`config.mk`:
```
export PLATFORM = sky130hd
export DESIGN_NAME = can_txreq_sched
export DESIGN_NICKNAME = d
export VERILOG_FILES = /design/src/rtl/can_txs_pkg.sv /design/src/rtl/can_txs_slot.sv /design/src/rtl/can_txs_arb.sv /design/src/rtl/can_txs_track.sv /design/src/rtl/can_txreq_sched.sv
export SDC_FILE = /design/constraint.sdc
export NUM_CORES = 1
export LEC_CHECK = 0
export CORE_MARGIN = 5
export CORE_UTILIZATION = 65
export CTS_CLUSTER_DIAMETER = 100
export DETAILED_ROUTE_END_ITERATION = 12
export DONT_BUFFER_PORTS = 1
export PLACE_DENSITY_LB_ADDON = 0.05
export SLEW_MARGIN = 10
export SYNTH_ARGS = -nofsm -noshare
export SYNTH_HDL_FRONTEND = slang
export SYNTH_HIERARCHICAL = 1
export SYNTH_SLANG_ARGS = --single-unit
```
`constraint.sdc`:
```
create_clock -name clk -period 15.3 [get_ports clk]
set_clock_uncertainty 0.2 [all_clocks]
set_input_delay 0 -clock clk [delete_from_list [all_inputs] [get_ports clk]]
set_output_delay 0 -clock clk [all_outputs]
set_load 0.01 [all_outputs]
```
`src/rtl/can_txs_pkg.sv`:
```
package can_txs_pkg;
   localparam int unsigned BYTE_W = 8;
   localparam int unsigned PRI_W  = 2;
   localparam int unsigned F_TXEN = 7;
   localparam int unsigned F_ABT  = 6;
   localparam int unsigned F_LOST = 5;
   localparam int unsigned F_BERR = 4;
   localparam int unsigned F_REQ  = 3;
   localparam int unsigned F_RTR  = 2;

   typedef enum logic [1:0] {
      RES_OK   = 2'b00,
      RES_LOST = 2'b01,
      RES_BERR = 2'b10,
      RES_BER2 = 2'b11
   } eng_res_e;
endpackage

```
`src/rtl/can_txs_slot.sv`:
```
module can_txs_slot
   import can_txs_pkg::*;
(
   input  logic              clk,
   input  logic              rst_n,
   input  logic              wr_hit,
   input  logic [BYTE_W-1:0] wr_byte,
   input  logic              in_flight,
   input  logic              done_hit,
   input  logic [1:0]        res,
   input  logic              rmt_hit,
   output logic [BYTE_W-1:0] st_byte
);
   logic             txen_q, rtr_q, req_q, abt_q, lost_q, berr_q, apend_q;
   logic [PRI_W-1:0] pri_q;

   always_ff @(posedge clk) begin
      if (!rst_n) begin
         txen_q  <= 1'b0;
         rtr_q   <= 1'b0;
         req_q   <= 1'b0;
         abt_q   <= 1'b0;
         lost_q  <= 1'b0;
         berr_q  <= 1'b0;
         apend_q <= 1'b0;
         pri_q   <= '0;
      end else if (wr_hit) begin
         txen_q <= wr_byte[F_TXEN];
         rtr_q  <= wr_byte[F_RTR];
         pri_q  <= wr_byte[PRI_W-1:0];
         if (wr_byte[F_REQ]) begin
            req_q   <= 1'b1;
            abt_q   <= 1'b0;
            lost_q  <= 1'b0;
            berr_q  <= 1'b0;
            apend_q <= 1'b0;
         end else if (req_q) begin
            if (in_flight) begin
               apend_q <= 1'b1;
            end else begin
               req_q <= 1'b0;
               abt_q <= 1'b1;
            end
         end
      end else if (done_hit) begin
         apend_q <= 1'b0;
         unique case (eng_res_e'(res))
            RES_OK: req_q <= 1'b0;
            RES_LOST: begin
               lost_q <= 1'b1;
               if (apend_q) begin
                  req_q <= 1'b0;
                  abt_q <= 1'b1;
               end
            end
            default: begin
               berr_q <= 1'b1;
               if (apend_q) begin
                  req_q <= 1'b0;
                  abt_q <= 1'b1;
               end
            end
         endcase
      end else if (rmt_hit && rtr_q) begin
         req_q   <= 1'b1;
         abt_q   <= 1'b0;
         lost_q  <= 1'b0;
         berr_q  <= 1'b0;
         apend_q <= 1'b0;
      end
   end

   always_comb begin
      st_byte                 = '0;
      st_byte[F_TXEN]         = txen_q;
      st_byte[F_ABT]          = abt_q;
      st_byte[F_LOST]         = lost_q;
      st_byte[F_BERR]         = berr_q;
      st_byte[F_REQ]          = req_q;
      st_byte[F_RTR]          = rtr_q;
      st_byte[PRI_W-1:0]      = pri_q;
   end

   // a request that just rose carries no stale status
   assert_set_clears_flags_R9: assert property (@(posedge clk) disable iff (!rst_n)
      $rose(req_q) |-> (!abt_q && !lost_q && !berr_q));
   // an abort always leaves the request withdrawn
   assert_abort_drops_req_R6: assert property (@(posedge clk) disable iff (!rst_n)
      $rose(abt_q) |-> !req_q);
   // a deferred abort exists only for a live request
   assert_defer_needs_req_R7: assert property (@(posedge clk) disable iff (!rst_n)
      apend_q |-> req_q);
   // a retry outcome keeps the request set
   assert_retry_keeps_req_R8: assert property (@(posedge clk) disable iff (!rst_n)
      (done_hit && !wr_hit && !apend_q && res != 2'b00) |=> req_q);
endmodule

```
`src/rtl/can_txs_arb.sv`:
```
module can_txs_arb
   import can_txs_pkg::*;
#(
   parameter int unsigned NUM_BUF  = 8,
   parameter bit          LOW_WINS = 1'b1,
   localparam int unsigned IDX_W   = (NUM_BUF > 1) ? $clog2(NUM_BUF) : 1
) (
   input  logic                           clk,
   input  logic                           rst_n,
   input  logic [NUM_BUF-1:0]             elig,
   input  logic [NUM_BUF-1:0][PRI_W-1:0]  pri,
   output logic                           sel_v,
   output logic [IDX_W-1:0]               sel_idx
);
   logic [PRI_W-1:0] best_p;

   generate
      if (LOW_WINS) begin : g_low
         always_comb begin
            sel_v   = 1'b0;
            sel_idx = '0;
            best_p  = '0;
            for (int i = 0; i < NUM_BUF; i++) begin
               if (elig[i] && (!sel_v || pri[i] > best_p)) begin
                  sel_v   = 1'b1;
                  sel_idx = IDX_W'(i);
                  best_p  = pri[i];
               end
            end
         end
      end else begin : g_high
         always_comb begin
            sel_v   = 1'b0;
            sel_idx = '0;
            best_p  = '0;
            for (int i = 0; i < NUM_BUF; i++) begin
               if (elig[i] && (!sel_v || pri[i] >= best_p)) begin
                  sel_v   = 1'b1;
                  sel_idx = IDX_W'(i);
                  best_p  = pri[i];
               end
            end
         end
      end
   endgenerate

   // the offered buffer is a real candidate
   assert_sel_eligible_R4: assert property (@(posedge clk) disable iff (!rst_n)
      sel_v |-> elig[sel_idx]);
   // nothing offered only when nothing pending
   assert_idle_empty_R3: assert property (@(posedge clk) disable iff (!rst_n)
      !sel_v |-> ($countones(elig) == 0));

   generate
      for (genvar j = 0; j < NUM_BUF; j++) begin : g_rank
         // no candidate outranks the offered one
         assert_rank_R4: assert property (@(posedge clk) disable iff (!rst_n)
            (sel_v && elig[j]) |-> (pri[j] <= pri[sel_idx]));
      end
   endgenerate
endmodule

```
`src/rtl/can_txs_track.sv`:
```
module can_txs_track #(
   parameter int unsigned NUM_BUF = 8,
   localparam int unsigned IDX_W  = (NUM_BUF > 1) ? $clog2(NUM_BUF) : 1
) (
   input  logic               clk,
   input  logic               rst_n,
   input  logic               sel_v,
   input  logic [IDX_W-1:0]   sel_idx,
   input  logic               eng_start,
   input  logic               eng_done,
   output logic [NUM_BUF-1:0] flight,
   output logic [NUM_BUF-1:0] done_hit
);
   logic             act_q;
   logic [IDX_W-1:0] act_idx_q;

   always_ff @(posedge clk) begin
      if (!rst_n) begin
         act_q     <= 1'b0;
         act_idx_q <= '0;
      end else if (act_q && eng_done) begin
         act_q <= 1'b0;
      end else if (!act_q && eng_start && sel_v) begin
         act_q     <= 1'b1;
         act_idx_q <= sel_idx;
      end
   end

   generate
      for (genvar i = 0; i < NUM_BUF; i++) begin : g_hit
         assign flight[i]   = act_q && (act_idx_q == IDX_W'(i)) && !eng_done;
         assign done_hit[i] = act_q && (act_idx_q == IDX_W'(i)) && eng_done;
      end
   endgenerate

   // the frame in flight keeps its index until its end is reported
   assert_idx_hold_R11: assert property (@(posedge clk) disable iff (!rst_n)
      (act_q && !eng_done) |=> (act_q && $stable(act_idx_q)));
   // at most one buffer is in flight
   assert_one_flight_R11: assert property (@(posedge clk) disable iff (!rst_n)
      $onehot0(done_hit | flight));
endmodule

```
`src/rtl/can_txreq_sched.sv`:
```
module can_txreq_sched
   import can_txs_pkg::*;
#(
   parameter int unsigned NUM_BUF  = 8,
   parameter bit          LOW_WINS = 1'b1,
   localparam int unsigned IDX_W   = (NUM_BUF > 1) ? $clog2(NUM_BUF) : 1,
   localparam int unsigned NUM_REG = NUM_BUF / 2,
   localparam int unsigned ADDR_W  = (NUM_REG > 1) ? $clog2(NUM_REG) : 1,
   localparam int unsigned REG_W   = 2 * BYTE_W
) (
   input  logic              clk,
   input  logic              rst_n,
   input  logic              wr_en,
   input  logic [ADDR_W-1:0] wr_addr,
   input  logic [REG_W-1:0]  wr_data,
   input  logic [ADDR_W-1:0] rd_addr,
   output logic [REG_W-1:0]  rd_data,
   output logic              tx_valid,
   output logic [IDX_W-1:0]  tx_idx,
   input  logic              eng_start,
   input  logic              eng_done,
   input  logic [1:0]        eng_res,
   input  logic              rmt_hit,
   input  logic [IDX_W-1:0]  rmt_idx
);
   initial begin
      assert (NUM_BUF >= 2 && (NUM_BUF % 2) == 0)
         else $error("NUM_BUF must be even and at least 2");
   end

   logic [NUM_BUF-1:0][BYTE_W-1:0] st;
   logic [NUM_BUF-1:0][PRI_W-1:0]  pri;
   logic [NUM_BUF-1:0]             elig, flight, done_hit;

   generate
      for (genvar i = 0; i < NUM_BUF; i++) begin : g_buf
         logic [BYTE_W-1:0] byte_in;
         assign byte_in = (i % 2 == 1) ? wr_data[REG_W-1:BYTE_W] : wr_data[BYTE_W-1:0];

         can_txs_slot u_slot (
            .clk       (clk),
            .rst_n     (rst_n),
            .wr_hit    (wr_en && (wr_addr == ADDR_W'(i / 2))),
            .wr_byte   (byte_in),
            .in_flight (flight[i]),
            .done_hit  (done_hit[i]),
            .res       (eng_res),
            .rmt_hit   (rmt_hit && (rmt_idx == IDX_W'(i))),
            .st_byte   (st[i])
         );

         assign elig[i] = st[i][F_TXEN] && st[i][F_REQ];
         assign pri[i]  = st[i][PRI_W-1:0];
      end
   endgenerate

   can_txs_arb #(.NUM_BUF(NUM_BUF), .LOW_WINS(LOW_WINS)) u_arb (
      .clk     (clk),
      .rst_n   (rst_n),
      .elig    (elig),
      .pri     (pri),
      .sel_v   (tx_valid),
      .sel_idx (tx_idx)
   );

   can_txs_track #(.NUM_BUF(NUM_BUF)) u_track (
      .clk       (clk),
      .rst_n     (rst_n),
      .sel_v     (tx_valid),
      .sel_idx   (tx_idx),
      .eng_start (eng_start),
      .eng_done  (eng_done),
      .flight    (flight),
      .done_hit  (done_hit)
   );

   always_comb begin
      rd_data = '0;
      for (int k = 0; k < NUM_REG; k++) begin
         if (rd_addr == ADDR_W'(k)) rd_data = {st[2*k+1], st[2*k]};
      end
   end

   // nothing is offered in the cycle after reset
   assert_reset_idle_R1: assert property (@(posedge clk)
      !rst_n |=> !tx_valid);
endmodule

```
==> impl_metrics.yaml, run 1 <==
clocking:
  cts.sinks: 76
  cts_setup_buffers: 0
  clkTransAtPathRegs_ns: 0.07
  htree_levels: 3
  root_buffer: "clkbuf_8"
  clk_latency_ns: 0.35
  cts_tree: "yes"
  clockBufferDepth: 2
  cts_buffers: 9
critical_path:
  critPathBufInv: 0
  critical_path_arrival_ns: 9.75
  cp-start-kind: "register"
  reg2reg_slack_ns: 5.40
  reg2regPathDepth: 47
  path_class: "reg -> out"
  crit_fanout: 9
  cp_slowest_cell: "a21boi_1"
  cp-end-kind: "output port"
  cp.required_ns: 15.10
  max_stage_delay_ns: 0.46
  r2r-end: "u_track/act_idx_q[1]"
  cp_top_family: "compound AO/OA/AOI/OAI gates"
  rr_startpoint: "g_buf[0].u_slot/req_q"
  crit_cells: 45
  crit_top_cell: "ha_1"
worst_hold_path:
  min_path_type: "in -> out"
  holdPathEnd: "rd_data[5]"
  min_from: "rd_addr[1]"
  whs_path_depth: 1
timing:
  finalHoldViolCount: 1
  holdWs_ns: -0.0005737
  fin_crit_sh_pct: 65.02
  setup_viol: 0
  fmax_mhz: 100.5
  grt_setup_unrepaired: "no"
  period_minus_slack_ns: 9.948
  worst_pin_slew_ns: 1.065
  layout_setup_ws_ns: 5.352
  relSlewSlack_pct: 28.74
  slew_viol_final: 0
  tns_ns: 0
floorplanning:
  coreArea_um2: 7727
  die_height_um: 99.24
  rows: 32
  die_area_um2: 9848
  start_util_pct: 66.99
  die_w_um: 99.24
  boundaryPins: 51
synthesis:
  yosysUniqueCellTypes: 61
  ys.flop_type: "dfxtp_1"
  synth_nets: 622
  syn-instance-count: 581
  seq_area_frac_synth_pct: 29.39
  synth_edf_count: 0
  ys_ff_latch: 76
  syn_area_um2: 5176
  ys_warn_count: 6
  syn_area_per_cell_um2: 8.909
  ys_async_sr_fraction_pct: 0
status:
  violations: "hold timing"
  outcome: "finished with violations"
placed_design:
  post-dp-hpwl_mm: 8.535
  gp_congestion: 0.9057
  io_buffers: 0
  dp_slack_ns: 5.685
drt:
  drt_iter0_drc: 320
  met2WireLength_mm: 5.974
  first_pass_iters: 5
  met3WireLength_um: 734
  antenna_left: 0
  drt-met1-wl_mm: 6.123
  top_layer: "met4"
  wire_per_inst_um: 19.47
  drt-total-wl_mm: 13.01
  route.detailed.drc: 0
  vias_per_cell: 6.329
  num_vias: 4228
power:
  p_leak_nw: 2.016
  powerDensity_nw_per_um2: 79.96
  peakVddDrop_uv: 59.07
grt:
  grt_pass1_vias: 4072
  grtUsageTotal_pct: 26.23
  grt_pass1_wl_mm: 20.80
  antenna_found_initial: 0
  grt_max_degree: 72
  overflow: 0
job:
  cap_violations: 0
final_layout:
  final_nets: 602
  drive_above_1_share_pct: 10.07
  syn_to_final_growth_pct: 4.375
  antennaDiodeCount: 0
-- through the flow --
stage / power (mW) / instances / area [µm²] / utilization, %
2_1_floorplan: 0.2539 / 581 / 5176 / -
3_3_place_gp: 0.2520 / 623 / 4868 / 63.00
3_5_place_dp: 0.2532 / 623 / 4868 / 63.00
4_1_cts: 0.4329 / 666 / 5383 / 69.66
5_1_grt: 0.4478 / 668 / 5403 / 69.92
6_report: 0.4320 / 668 / 5403 / 69.92
-- how the worst max path moves through the flow --
stage | slack [ns] | from | to
2_1_floorplan | 6.66 | g_buf[0].u_slot/req_q | u_track/act_idx_q[1]
3_3_place_gp | 5.85 | g_buf[0].u_slot/req_q | u_track/act_idx_q[1]
3_5_place_dp | 5.69 | g_buf[0].u_slot/req_q | u_track/act_idx_q[1]
4_1_cts | 5.48 | g_buf[0].u_slot/req_q | tx_idx[1]
5_1_grt | 4.72 | g_buf[0].u_slot/req_q | tx_idx[1]
6_report | 5.35 | g_buf[0].u_slot/req_q | tx_idx[1]
-- power by group --
group	leakage (nW)	internal [mW]	switching (mW)
clock network	0.102	0.0919	0.0775
logic	1.30	0.0239	0.0278
registers	0.617	0.204	0.00664
total	2.02	0.320	0.112
-- flip-flops by register name, summed over array words and instances, names as in the netlist --
register / count
g_buf.u_slot/lost_q: 8
g_buf.u_slot/req_q: 8
u_track/act_idx_q: 3
g_buf.u_slot/pri_q: 16
g_buf.u_slot/rtr_q: 8
g_buf.u_slot/abt_q: 8
g_buf.u_slot/apend_q: 8
g_buf.u_slot/berr_q: 8
g_buf.u_slot/txen_q: 8
u_track/act_q: 1
-- layout by cell type (no fill, tap or decap), types with 3 or more instances in the layout --
| cell type | instances |
|---|---|
| o2111ai_1 | 9 |
| o31ai_1 | 9 |
| nand3_1 | 3 |
| a211o_1 | 8 |
| ha_1 | 10 |
| clkbuf_8 | 9 |
| and2_1 | 10 |
| nor3_1 | 17 |
| nor4b_1 | 9 |
| inv_1 | 18 |
| nor4_1 | 3 |
| or2b_1 | 8 |
| o221a_2 | 8 |
| mux4_2 | 9 |
| nand2b_1 | 13 |
| a31oi_1 | 9 |
| mux2i_1 | 35 |
| and2b_1 | 8 |
| nand2_1 | 45 |
| a22oi_1 | 3 |
| mux4_1 | 7 |
| a211oi_2 | 9 |
| buf_4 | 4 |
| nor2_1 | 64 |
| nor4bb_1 | 3 |
| dlygate4sd3_1 | 27 |
| and3b_1 | 11 |
| and4b_1 | 3 |
| dfxtp_1 | 76 |
| nor2b_1 | 36 |
| a21oi_1 | 27 |
| o21ai_0 | 15 |
-- cells in the mapped netlist (10+ instances only) --
| cell type | count | share of area, % |
|---|---|---|
| inv_1 | 18 | 1.3 |
| nor2b_1 | 36 | 4.4 |
| and3b_1 | 11 | 1.9 |
| nand2_1 | 45 | 3.3 |
| buf_4 | 49 | 7.1 |
| nor2_1 | 64 | 4.6 |
| dfxtp_1 | 76 | 29 |
| buf_2 | 12 | 1.2 |
| mux2i_1 | 35 | 6.8 |
| ha_1 | 10 | 2.4 |
| o21ai_0 | 15 | 1.5 |
| nand2b_1 | 13 | 1.6 |
| and2_1 | 10 | 1.2 |
| a21oi_1 | 27 | 2.6 |
| nor3_1 | 17 | 1.6 |
-- cell families after synthesis --
family / share of synthesized area [%]
AO/OA/AOI/OAI: 17.74
adder cells (fa/ha/maj): 2.417
buffers and inverters: 10.39
flip-flops: 29.39
multiplexers: 14.74
AND/OR/NAND/NOR: 25.31
-- layer usage --
layer	vias up	GRT usage, %
met2	155	41.12
met3	13	4.137
met1	2028	36.76
met4	0	9.139
li1	2032	-
met5	-	0
-- what timing repair did --
| item | in CTS | in global routing |
|---|---|---|
| hold buffers | 27 | 2 |
| hold endpoints to repair | 77 | 1 |
| gates resized for setup | 0 | 0 |
| endpoints found under the setup margin | 0 | 0 |
-- area by class of cell --
cell class              instances  area [µm²]
repair buffers                 33       347.8
fillers                       640        2325
clock buffers                  10       127.6
inverters                      18       67.56
well taps                     102       127.6
multi-input cells             423        3122
clock inverters                 6       88.84
flip-flops and latches         76        1521
No activity file was read; power rests on OpenSTA's default activity.
==> inputs of run 2 (changes only) <==
--- a/config.mk
+++ b/config.mk
@@ -6,7 +6,7 @@
 export NUM_CORES = 1
 export LEC_CHECK = 0
 export CORE_MARGIN = 5
-export CORE_UTILIZATION = 65
+export CORE_UTILIZATION = 58
 export CTS_CLUSTER_DIAMETER = 100
 export DETAILED_ROUTE_END_ITERATION = 12
 export DONT_BUFFER_PORTS = 1
==> constraint.sdc (replaced) <==
create_clock -name clk -period 8.2 [get_ports clk]
set_clock_uncertainty 0.2 [all_clocks]
set_input_delay 0 -clock clk [delete_from_list [all_inputs] [get_ports clk]]
set_output_delay 0 -clock clk [all_outputs]
set_load 0.01 [all_outputs]
==> run 2 against run 1 <==
Net effect:
- the run ends with hold timing, setup timing left
- cell count rose by 5.8%
- via count grew 2.3%
- worst hold slack lost 0.0017 ns
- sequential power rose by 87%
- total power up 72%
- register-to-register slack worse by 5.5 ns
- critical path type unchanged
- largest power group unchanged
==> impl_metrics.yaml, run 2 (synthesis results as in run 1) <==
critical_path:
  cp.required_ns: 8.00
  critical_path_arrival_ns: 8.21
  path_class: "reg -> out"
  crit_fanout: 4
  max_stage_delay_ns: 0.34
  reg2regPathDepth: 47
  cp-end-kind: "output port"
  cp-start-kind: "register"
  r2r-end: "u_track/act_idx_q[1]"
  crit_top_cell: "o21ai_1"
  rr_startpoint: "g_buf[0].u_slot/txen_q"
  cp_slowest_cell: "dfxtp_2"
  reg2reg_slack_ns: -0.12
worst_hold_path:
  holdPathEnd: "rd_data[0]"
  min_from: "rd_addr[1]"
  min_path_type: "in -> out"
  whs_path_depth: 1
grt:
  grt_pass1_vias: 4149
  grt_pass1_wl_mm: 21.25
  antenna_found_initial: 0
  grtUsageTotal_pct: 24.02
  overflow: 0
  grt_max_degree: 72
final_layout:
  antennaDiodeCount: 0
  drive_above_1_share_pct: 20.70
  final_util_pct: 66.47
  top_register: "g_buf.u_slot/pri_q"
  final_nets: 637
  final_area_um2: 5797
  most-common-layout-cells: "dfxtp_1, nor2_1, nand2_1, buf_4"
  syn_to_final_growth_pct: 11.99
  largest_register_ff_count: 16
  layout_commonest_cell: "dfxtp_1"
timing:
  fmax_mhz: 118.9
  fin_crit_sh_pct: 102.6
  relSlewSlack_pct: 26.40
  finalHoldViolCount: 2
  slew_viol_final: 0
  period_minus_slack_ns: 8.412
  grt_setup_unrepaired: "yes"
  worst_pin_slew_ns: 1.100
  holdWs_ns: -0.002245
  layout_setup_ws_ns: -0.2124
  setup_viol: 6
placed_design:
  post-dp-hpwl_mm: 8.892
  io_buffers: 0
  placed_cell_area_um2: 5111
  gp_congestion: 0.8799
floorplanning:
  die_height_um: 104.5
  start_util_pct: 59.35
  die_area_um2: 10910
  die_w_um: 104.5
  rows: 34
  boundaryPins: 51
  coreArea_um2: 8721
clocking:
  clkTransAtPathRegs_ns: 0.07
  clk_latency_ns: 0.34
  root_buffer: "clkbuf_8"
  cts.sinks: 76
  cts_tree: "yes"
  cts_buffers: 9
  htree_levels: 3
  clockBufferDepth: 2
drt:
  wire_per_inst_um: 18.89
  first_pass_iters: 4
  num_vias: 4327
  drt-total-wl_mm: 13.35
  antenna_left: 0
  vias_per_cell: 6.120
  route.detailed.drc: 0
  drt_iter0_drc: 223
power:
  peakVddDrop_uv: 99.41
  p_leak_nw: 2.227
  powerDensity_nw_per_um2: 128.1
  total_power_uw: 742.6
status:
  outcome: "finished with violations"
  violations: "hold timing, setup timing"
job:
  cap_violations: 0
run 2: cell count changes in the layout (fill, tap and decap cells not counted), sizes merged:
cell	change
dlygate4sd3	-2
clkinvlp	-2
bufinv	-2
buf	+37
clkbuf	+1
clkinv	+1
run 2: where the power goes:
| group | switching [mW] | internal [mW] |
|---|---|---|
| clock | 0.130 | 0.114 |
| combinational | 0.0554 | 0.0496 |
| sequential | 0.0125 | 0.381 |
| total | 0.198 | 0.544 |
run 2: what timing repair did:
action,4_1_cts,5_1_grt
pin swaps,16,6
resized for setup,7,13
hold endpoints to repair,82,0
hold buffers,27,0
buffers inserted,14,7
endpoints found under the setup margin,6,6
run 2: layer usage:
| metal | track usage, % | up-vias | wire length (µm) |
|---|---|---|---|
| met2 | 38.73 | 120 | 6110 |
| met4 | 7.031 | 0 | 217 |
| met3 | 4.283 | 18 | 702 |
| li1 | - | 2107 | - |
| met1 | 32.83 | 2082 | 6322 |
| met5 | 0 | - | 0 |
run 2: area by class of cell:
| type | count | area, µm² |
|---|---|---|
| Tap cell | 108 | 135.1 |
| Inverter | 18 | 67.56 |
| Timing Repair Buffer | 68 | 616.8 |
| Multi-Input combinational cell | 423 | 3297 |
| Clock buffer | 11 | 141.4 |
| Sequential cell | 76 | 1524 |
| Fill cell | 736 | 2924 |
| Clock inverter | 3 | 15.01 |
run 2: worst max-delay path, delay by kind of cell, from the launching register on:
| kind | cells | cell delay (ns) |
|---|---|---|
| and+or+nand+nor | 12 | 1.10 |
| AOI/OAI and AO/OA | 23 | 3.80 |
| adders and majority gates | 7 | 1.84 |
| muxes | 2 | 0.65 |
| buffers and inverters | 1 | 0.13 |
| DFF | 1 | 0.34 |
run 2: worst max-delay path by stage:
stage                                start                   end  slack, ns  cells after the start
finish              g_buf[0].u_slot/txen_q             tx_idx[1]      -0.21                     45
CTS                 g_buf[0].u_slot/txen_q             tx_idx[1]      -0.11                     45
global placement    g_buf[0].u_slot/txen_q  u_track/act_idx_q[1]       0.12                     46
floorplan            g_buf[0].u_slot/req_q  u_track/act_idx_q[1]      -0.02                     49
global route        g_buf[0].u_slot/txen_q             tx_idx[1]      -0.70                     45
detailed placement  g_buf[0].u_slot/txen_q  u_track/act_idx_q[1]      -0.19                     46
run 2: per-stage QoR:
step / hold slack, ns / worst slack [ns] / TNS, ns / cells
after floorplan: -0.08249 / -0.02338 / -0.02338 / 581
after global placement: -0.06578 / 0.1164 / 0 / 645
after detailed placement: -0.06210 / -0.1882 / -0.6543 / 645
after CTS: 0.004287 / -0.1058 / -0.2418 / 700
after global routing: 0.007591 / -0.6990 / -3.770 / 707
final: -0.002245 / -0.2124 / -0.8888 / 707
==> inputs of run 3 (changes only) <==
==> constraint.sdc (replaced) <==
create_clock -name clk -period 8.2 [get_ports clk]
set_clock_uncertainty 0.2 [all_clocks]
set_input_delay 0 -clock clk [delete_from_list [all_inputs] [get_ports clk]]
set_output_delay 0 -clock clk [all_outputs]
set_load 0.05 [all_outputs]
==> run 3 against run 2 <==
Net effect:
- the run ends with setup timing left
- total power is 12% higher
- maximum frequency is 0.32% lower
- core utilization is 0.40 points higher
- non-clock buffer count fell by 7
- global-route usage rose by 0.30 points
- count of clock-buffer cells in the layout grew 1
- clock power increased by 32%
- register-to-register slack is essentially flat
- combinational power increased by 13%
- first-iteration DRC count grew 8.1%
- sequential power is essentially flat
- cell area is 0.60% higher
- critical endpoint unchanged
- largest power group unchanged
- highest routed layer unchanged
==> impl_metrics.yaml, run 3 (synthesis results as in run 1) <==
status:
  outcome: "finished with violations"
  violations: "setup timing"
timing:
  layout_setup_ws_ns: -0.2393
  setup_viol: 6
  finalHoldViolCount: 0
  grt_setup_unrepaired: "yes"
  relSlewSlack_pct: 21.98
  tns_ns: -0.9183
  fin_crit_sh_pct: 102.9
  worst_pin_slew_ns: 1.170
  slew_viol_final: 0
  fmax_mhz: 118.5
  period_minus_slack_ns: 8.439
final_layout:
  fill_cells: 714
  largest_register_ff_count: 16
  top_register: "g_buf.u_slot/pri_q"
  antennaDiodeCount: 0
  syn_to_final_growth_pct: 12.67
  drive_above_1_share_pct: 20.03
  most-common-layout-cells: "dfxtp_1, nor2_1, nand2_1, mux2i_1, nor2b_1"
  final_util_pct: 66.87
  final_nets: 630
  layout_commonest_cell: "dfxtp_1"
worst_hold_path:
  min_from: "eng_done"
  min_path_type: "in -> reg"
  holdPathEnd: "g_buf[7].u_slot/req_q"
  whs_path_depth: 6
critical_path:
  crit_fanout: 4
  cp-start-kind: "register"
  cp_slowest_cell: "mux2_4"
  rr_startpoint: "g_buf[0].u_slot/txen_q"
  cp.required_ns: 8.00
  r2r-end: "u_track/act_idx_q[0]"
  max_stage_delay_ns: 0.34
  critical_path_arrival_ns: 8.24
  cp-end-kind: "output port"
  reg2regPathDepth: 48
  reg2reg_slack_ns: -0.11
  path_class: "reg -> out"
grt:
  grtUsageTotal_pct: 24.33
  grt_pass1_wl_mm: 21.67
  grt_pass1_vias: 4272
  grt_max_degree: 72
  overflow: 0
  antenna_found_initial: 0
clocking:
  clockBufferDepth: 2
  cts_buffers: 9
  clk_latency_ns: 0.35
  clkTransAtPathRegs_ns: 0.09
  cts_tree: "yes"
  root_buffer: "clkbuf_8"
  htree_levels: 3
  cts.sinks: 76
drt:
  route.detailed.drc: 0
  wire_per_inst_um: 18.97
  num_vias: 4379
  first_pass_iters: 7
  antenna_left: 0
  vias_per_cell: 6.238
  drt_iter0_drc: 241
  drt-total-wl_mm: 13.31
placed_design:
  io_buffers: 0
  dp_slack_ns: -0.09944
  post-dp-hpwl_mm: 9.008
  gp_congestion: 0.8526
floorplanning:
  die_area_um2: 10910
  coreArea_um2: 8721
  die_height_um: 104.5
  boundaryPins: 51
  start_util_pct: 59.35
  rows: 34
  die_w_um: 104.5
job:
  cap_violations: 0
power:
  p_leak_nw: 2.221
  powerDensity_nw_per_um2: 143.0
  peakVddDrop_uv: 91.45
-- run 3: changes by cell type in the layout (fill, tap and decap cells not counted), moves of 2 or more --
cell       change
o21ai_1        -2
o21ai_2        +2
a21oi_2        -2
bufinv_16      +2
clkinv_2       -2
buf_4          -9
-- run 3: worst max-delay path by stage --
stage / start / endpoint / slack (ns) / cells after the start
after floorplan: g_buf[0].u_slot/req_q / u_track/act_idx_q[1] / -0.21 / 48
after detailed placement: g_buf[0].u_slot/txen_q / u_track/act_idx_q[1] / -0.1 / 46
final: g_buf[0].u_slot/txen_q / tx_idx[1] / -0.24 / 45
after CTS: g_buf[0].u_slot/txen_q / tx_idx[1] / -0.19 / 45
after global placement: g_buf[0].u_slot/txen_q / u_track/act_idx_q[1] / 0.14 / 46
after global routing: g_buf[0].u_slot/txen_q / tx_idx[0] / -0.62 / 48
-- run 3: cell type report --
type | instances | area (µm²) | area share [%]
flip-flops and latches | 76 | 1524 | 26.13
repair buffers | 61 | 574.3 | 9.848
well taps | 108 | 135.1 | 2.317
clock inverters | 4 | 72.57 | 1.244
inverters | 18 | 67.56 | 1.159
multi-input cells | 423 | 3313 | 56.81
clock buffers | 12 | 145.1 | 2.489
-- run 3: per-stage QoR --
stage | instance area [µm²] | power (mW) | cells | hold slack, ns
after floorplan | 5336 | 0.4913 | 581 | -0.08249
after global placement | 5111 | 0.4896 | 640 | -0.06646
after detailed placement | 5111 | 0.4914 | 640 | -0.05634
after CTS | 5734 | 0.8381 | 695 | 0.01771
after global routing | 5832 | 0.8714 | 702 | 0.06279
final | 5832 | 0.8339 | 702 | 0.03980
-- run 3: worst max-delay path, delay by kind of cell (launching register included) --
family	cells	cell delay [ns]
buf+inv	1	0.16
simple gates	12	1.11
compound gates	23	3.74
mux	2	0.66
fa+ha+maj	7	1.88
flops	1	0.33
-- run 3: report_power, final --
part           internal (mW)  switching [mW]
registers              0.381          0.0124
clock network          0.180           0.142
logic                 0.0502          0.0686
total                  0.611           0.223
-- run 3: what timing repair did --
action / 4_1_cts / 5_1_grt
pin swaps: 16 / 6
hold endpoints to repair: 76 / 0
buffers inserted: 11 / 7
hold buffers: 28 / 0
resized for setup: 5 / 12
setup endpoints to repair: 5 / 6
-- run 3: per-layer routing --
layer | routed length [µm] | vias to the layer above | global-route usage (%)
met2 | 6085 | 162 | 38.10
met4 | 293 | 0 | 8.048
met3 | 816 | 25 | 4.469
met5 | 0 | - | 0
li1 | - | 2094 | -
met1 | 6119 | 2098 | 33.75
